### src/rtl/fdiv_pkg.sv
package fdiv_pkg;

    localparam int unsigned NUM_SRC = 3;

    typedef enum logic [1:0] {
        SRC_XTAL = 2'b00,
        SRC_RSVD = 2'b01,
        SRC_SYS  = 2'b10,
        SRC_RC   = 2'b11
    } src_sel_e;

    // Level vector order: [0] crystal, [1] system clock, [2] RC oscillator
    function automatic logic pick_level(input logic [1:0] sel,
                                        input logic [NUM_SRC-1:0] lv);
        logic res;
        case (sel)
            SRC_XTAL: res = lv[0];
            SRC_SYS:  res = lv[1];
            SRC_RC:   res = lv[2];
            default:  res = 1'b0;
        endcase
        return res;
    endfunction

endpackage

### src/rtl/fdiv_src_pick.sv
module fdiv_src_pick
    import fdiv_pkg::*;
(
    input  logic               clk,
    input  logic               rst_n,
    input  logic [NUM_SRC-1:0] src_lvl,
    input  logic [1:0]         src_sel,
    output logic               sel_lvl,
    output logic               sel_rise
);

    typedef struct packed {
        logic [NUM_SRC-1:0] lvl;
    } pick_st_t;

    pick_st_t st_d, st_q;

    always_comb begin
        st_d     = st_q;
        st_d.lvl = src_lvl;
        sel_lvl  = pick_level(src_sel, src_lvl);
        sel_rise = sel_lvl & ~pick_level(src_sel, st_q.lvl);
    end

    always_ff @(posedge clk or negedge rst_n) begin
        if (!rst_n) st_q <= '0;
        else        st_q <= st_d;
    end

endmodule

### src/rtl/fdiv_counter.sv
module fdiv_counter #(
    parameter  int CNT_W = 16,
    localparam int SEL_W = $clog2(CNT_W)
) (
    input  logic             clk,
    input  logic             rst_n,
    input  logic             run,
    input  logic             clear,
    input  logic             tick,
    input  logic [SEL_W-1:0] freq_sel,
    output logic             tap_d
);

    typedef struct packed {
        logic [CNT_W-1:0] cnt;
        logic [SEL_W-1:0] nact;
    } cnt_st_t;

    cnt_st_t          st_d, st_q;
    logic [CNT_W-1:0] span;
    logic             terminal;

    always_comb begin
        st_d = st_q;
        for (int i = 0; i < CNT_W; i++) begin
            span[i] = (i <= int'(st_q.nact));
        end
        terminal = &(st_q.cnt | ~span);
        if (!run || clear) begin
            st_d.cnt  = '0;
            st_d.nact = freq_sel;
        end else if (tick) begin
            if (terminal) begin
                st_d.cnt  = '0;
                st_d.nact = freq_sel;
            end else begin
                st_d.cnt = st_q.cnt + CNT_W'(1);
            end
        end
        tap_d = st_d.cnt[st_d.nact];
    end

    always_ff @(posedge clk or negedge rst_n) begin
        if (!rst_n) st_q <= '0;
        else        st_q <= st_d;
    end

endmodule

### src/rtl/fdiv_clkout.sv
module fdiv_clkout
    import fdiv_pkg::*;
#(
    parameter  int CNT_W = 16,
    localparam int SEL_W = $clog2(CNT_W)
) (
    input  logic             clk,
    input  logic             rst_n,
    input  logic             src_xtal,
    input  logic             src_sys,
    input  logic             src_rc,
    input  logic [1:0]       src_sel,
    input  logic [SEL_W-1:0] freq_sel,
    input  logic             div_enable,
    input  logic             bypass,
    input  logic             periph_clk_en,
    output logic             clk_out,
    output logic             clk_out_en
);

    typedef struct packed {
        logic out;
        logic gate;
    } out_st_t;

    out_st_t out_d, out_q;
    logic    run;
    logic    sel_lvl;
    logic    sel_rise;
    logic    tap_d;

    assign run = div_enable & periph_clk_en;

    fdiv_src_pick u_pick (
        .clk      (clk),
        .rst_n    (rst_n),
        .src_lvl  ({src_rc, src_sys, src_xtal}),
        .src_sel  (src_sel),
        .sel_lvl  (sel_lvl),
        .sel_rise (sel_rise)
    );

    fdiv_counter #(.CNT_W(CNT_W)) u_cnt (
        .clk      (clk),
        .rst_n    (rst_n),
        .run      (run),
        .clear    (bypass),
        .tick     (sel_rise),
        .freq_sel (freq_sel),
        .tap_d    (tap_d)
    );

    always_comb begin
        out_d      = out_q;
        out_d.gate = run;
        if (!run)        out_d.out = 1'b0;
        else if (bypass) out_d.out = sel_lvl;
        else             out_d.out = tap_d;
    end

    always_ff @(posedge clk or negedge rst_n) begin
        if (!rst_n) out_q <= '0;
        else        out_q <= out_d;
    end

    assign clk_out    = out_q.out;
    assign clk_out_en = out_q.gate;

endmodule

### config.mk
export PLATFORM = sky130hd
export DESIGN_NAME = fdiv_clkout
export DESIGN_NICKNAME = d
export VERILOG_FILES = /design/src/rtl/fdiv_pkg.sv /design/src/rtl/fdiv_src_pick.sv /design/src/rtl/fdiv_counter.sv /design/src/rtl/fdiv_clkout.sv
export SDC_FILE = /design/constraint.sdc
export NUM_CORES = 1
export LEC_CHECK = 0
export ABC_AREA = 1
export BUFFER_PORTS_ARGS = -buffer_cell sky130_fd_sc_hd__clkbuf_2
export CORE_AREA = 4 4 68 70
export DETAILED_ROUTE_END_ITERATION = 10
export DIE_AREA = 0 0 72 74
export PLACE_DENSITY = 0.6
export SYNTH_ARGS = -nofsm -noshare
export SYNTH_HDL_FRONTEND = slang
export SYNTH_SLANG_ARGS = --single-unit
### constraint.sdc
create_clock -name clk -period 2 [get_ports clk]
set_input_delay 0.2 -clock clk [delete_from_list [all_inputs] [get_ports clk]]
set_output_delay 0.2 -clock clk [all_outputs]
set_load 0.02 [all_outputs]
==> reports/metrics.yaml <==
detailed_routing:
  wl_per_cell_um: 12.7
  drc: 0
  wl_um: 4500
  ant_nets: 0
  drt-pass1-iter-count: 4
  detailedRoute.firstIterationViolations: 105
  via_per_instance_ratio: 4.87
  via_count: 1724
critical_path:
  worstPathRequired_ns: 2.17
  timing.critical_path.from: "u_cnt.st_q[1]$_DFF_PN0_"
  timing.critical_path.slowest_cell_delay_ns: 0.48
  timing.reg2reg.worst_path_depth: 17
  cp_num_cells: 17
  worst-path-max-fanout: 7
  crit_path_end_kind: "register"
  cp_startpoint_kind: "register"
  reg2reg_to: "clk_out$_DFF_PN0_"
  critical_path.cell_chain: "buf_4, buf_4, nand2_1, a21oi_1, nor2_1, nand2_1, nor2_2, nand2_4, buf_6, nand3b_1, nand2_4, nand2_2, nand3_2, nand3_2, nand3_2, nand2_2, a21oi_2"
  path_class: "register to register"
  critical-path-top-cell-by-count: "nand3_2"
  cp_num_buf_inv: 3
  worstSetupEndpoint: "clk_out$_DFF_PN0_"
  timing.reg2reg.setup_slack_ns: -0.23
  worst_ep_arrival_time_ns: 2.40
  critPathSlowestCell: "dfrtp_2"
  top_delay_family_on_crit_path: "simple AND/OR/NAND/NOR gates"
  worstReg2RegStart: "u_cnt.st_q[1]$_DFF_PN0_"
pwr:
  power.internal_w: 0.000761
  power_frac_comb: 0.212
  totalPowerFinal_w: 0.00108
  share_clk_of_total_power: 0.291
  power.density_nw_per_um2: 462
  power_leakage_nw: 1.13
  power.share.sequential: 0.497
  switching_power_share_of_the_total: 0.292
  ir_drop_uv: 502
  switchingPower_w: 0.000314
synth:
  total_of_flip_flops_plus_latches_after_synthesis: 25
  ys_warn_count: 0
  yosys-top-cells-count: "nand2_1, nand3_1, nor2_1"
  synthXorXnorAreaFrac: 0.0202
  synth_flop_type: "dfrtp_1"
  muxShareOfSynthArea: 0
  synthArstFlopShare: 1.00
  synth_nets: 259
  synth_most_common_cell: "nand2_1"
  netlist.top_cell.by_area: "dfrtp_1"
  synth_top_family_by_area: "simple AND/OR/NAND/NOR gates"
  ys_top_cells_by_area: "dfrtp_1, nand2_1, nand3_1, nor2_1, inv_1"
  synthesis.area_per_instance_um2: 7.12
  synthSimpleGateAreaFrac: 0.449
  synth_edf_count: 0
  synth_sequential_area_ratio: 0.360
  synth_top_cell_area_share: 0.360
  synth_fa_ha_area_frac: 0.00720
  synth_cells: 244
  mappedNetlistArea_um2: 1740
  synth_compound_gate_area_share: 0.0670
  netlist-cell-type-count: 32
sta:
  finalMaxSlewViolations: 0
  worst_hold_slack_ns: 0.0442
  setup_ws_ns: -0.234
  timing.final.setup_violations: 2
  timing.max_slew.rel_slack: 0.576
  maxClockFrequency_mhz: 448
  min_period_over_period: 1.12
  timing.clock.skew_ns: 0.00405
  finalHoldViolations: 0
  worst_slew_pin_slew_ns: 0.635
  rsz0062_at_grt: "yes"
  min_tclk_post_route_ns: 2.23
global_route:
  grt_first_pass_wirelength_um: 7310
  antenna_violations_before_repair: 0
  global_route.overflow_total: 0
  grt_busiest_layer: "met2"
  groute.usage.overall: 0.176
  grt_start_max_net_pins: 26
  grtUsageMet1: 0.253
  globalRouteMet2Util: 0.271
  first_global_vias: 1553
  grt.met3_usage: 0.0284
die:
  starting_density_of_the_core: 0.437
  die_area_um2: 5330
  die_width_um: 72
  dieHeight_um: 74
  coreArea_um2: 3970
  fp-row-count: 23
  design.portCount: 16
run_status:
  run_status: "complete, but fails checks"
  violations: "setup timing"
cts:
  cts_sinks: 25
  clk_pin_slew_ns: 0.09
  cts_max_path_buffers: 2
  clock_tree.htree_level_count: 1
  cts.root.buffer_cell: "clkbuf_8"
  insertion_delay_ns: 0.27
  cts_tree: "done"
  cts_made_buffers: 3
cells_and_area:
  multi_input_comb_area_um2: 1020
  final_net_count: 320
  final_core_utilization: 0.585
  seq_area_um2: 631
  synthToLayoutAreaGrowth_pct: 33.9
  num-fill-cells: 362
  antenna-diode-count: 0
  fraction_of_final_layout_cells_with_drive_strength_greater_than_1: 0.378
placement:
  globalplace.congestion: 0.892
  detailed_place_hpwl_um: 3440
  buffer_ports.inserted: 15
job:
  number_of_maximum_capacitance_violations: 0
min_path:
  worstHoldPathType: "input port to register"
-- metrics by stage --
step                      cells  area, um^2  TNS [ns]  setup WS, ns
final                       354        2320    -0.283        -0.234
after global placement      340        2100    -0.270        -0.188
after global routing        354        2320    -0.588        -0.378
after detailed placement    340        2100    -0.233        -0.178
after floorplan             244        1740         0         0.111
after CTS                   345        2170    -0.150        -0.135
-- registers in the layout, summed over array words and instances, names as in the netlist --
register,count
clk_out,1
clk_out_en,1
u_cnt.st_q,20
u_pick.st_q,3
-- repair_timing --
item,4_1_cts,5_1_grt
setup buffers,0,9
gates resized for setup,2,28
pin swaps,2,19
hold endpoints to repair,25,0
endpoints found under the setup margin,2,4
hold buffers,1,0
cloned,0,0
-- cell type report --
cell class                 instances  area share
clock buffer                       3      0.0178
clock inverter                     1     0.00323
inverter                          32      0.0527
multi-input combinational        183       0.441
sequential                        25       0.271
tap                               50      0.0269
timing repair buffer              60       0.187
-- cell usage in the layout (no fill, tap or decap) --
cell           Yosys  final
nand2_1           68     61
buf_4              1     41
inv_1             29     28
nor2_1            30     28
nand3_1           34     25
dfrtp_1           25     21
clkbuf_2           0     15
nand3_2            2     11
nand2_2            4     11
nor2_4             5      6
o21ai_1            3      6
nor2_2             3      4
nand2_4            5      4
dfrtp_2            0      4
inv_2              2      3
nand4_1            3      3
o21ai_0            6      3
xor2_1             3      3
clkbuf_8           0      3
a21oi_1            2      2
nand3b_1           2      2
o21ai_2            2      2
a21oi_2            2      2
buf_6              2      2
nor3b_2            1      1
nand2_8            0      1
or2_0              1      1
a21boi_2           1      1
inv_4              1      1
a31o_2             1      1
nor3b_1            1      1
nor3_1             1      1
xnor2_1            1      1
a31oi_1            1      1
ha_1               1      1
clkinvlp_4         0      1
dlygate4sd3_1      0      1
buf_12             0      1
-- power groups by stage --
stage,clock network (W),registers [W],logic [W]
after floorplan,0,0.000539,0.000116
after global placement,0,0.000544,0.000189
after detailed placement,0,0.000544,0.000190
after CTS,0.000319,0.000534,0.000192
after global routing,0.000343,0.000536,0.000252
final,0.000313,0.000535,0.000228
-- layer usage --
layer,vias up,routed length (um)
li1,900,-
met1,782,2170
met4,0,106
met5,-,0
met3,8,177
met2,34,2040
-- kinds of logic (layout without fill, tap and decap cells) --
group | after synthesis | in the layout
simple gates | 160 | 160
buf+inv | 36 | 96
flops | 25 | 25
compound gates | 18 | 18
xor+xnor | 4 | 4
fa+ha+maj | 1 | 1
-- how the worst min path moves through the flow --
| stage | from | end | slack (ns) | depth (start not counted) |
|---|---|---|---|---|
| 2_1_floorplan | rst_n | clk_out$_DFF_PN0_ | -0.1 | 0 |
| 3_3_place_gp | rst_n | u_cnt.st_q[5]$_DFF_PN0_ | 0.26 | 1 |
| 3_5_place_dp | rst_n | u_cnt.st_q[5]$_DFF_PN0_ | 0.26 | 1 |
| 4_1_cts | src_sys | u_pick.st_q[1]$_DFF_PN0_ | 0.04 | 1 |
| 5_1_grt | src_xtal | u_pick.st_q[0]$_DFF_PN0_ | 0.04 | 1 |
| 6_report | src_xtal | u_pick.st_q[0]$_DFF_PN0_ | 0.04 | 1 |
(Power assumes the default switching activity.)
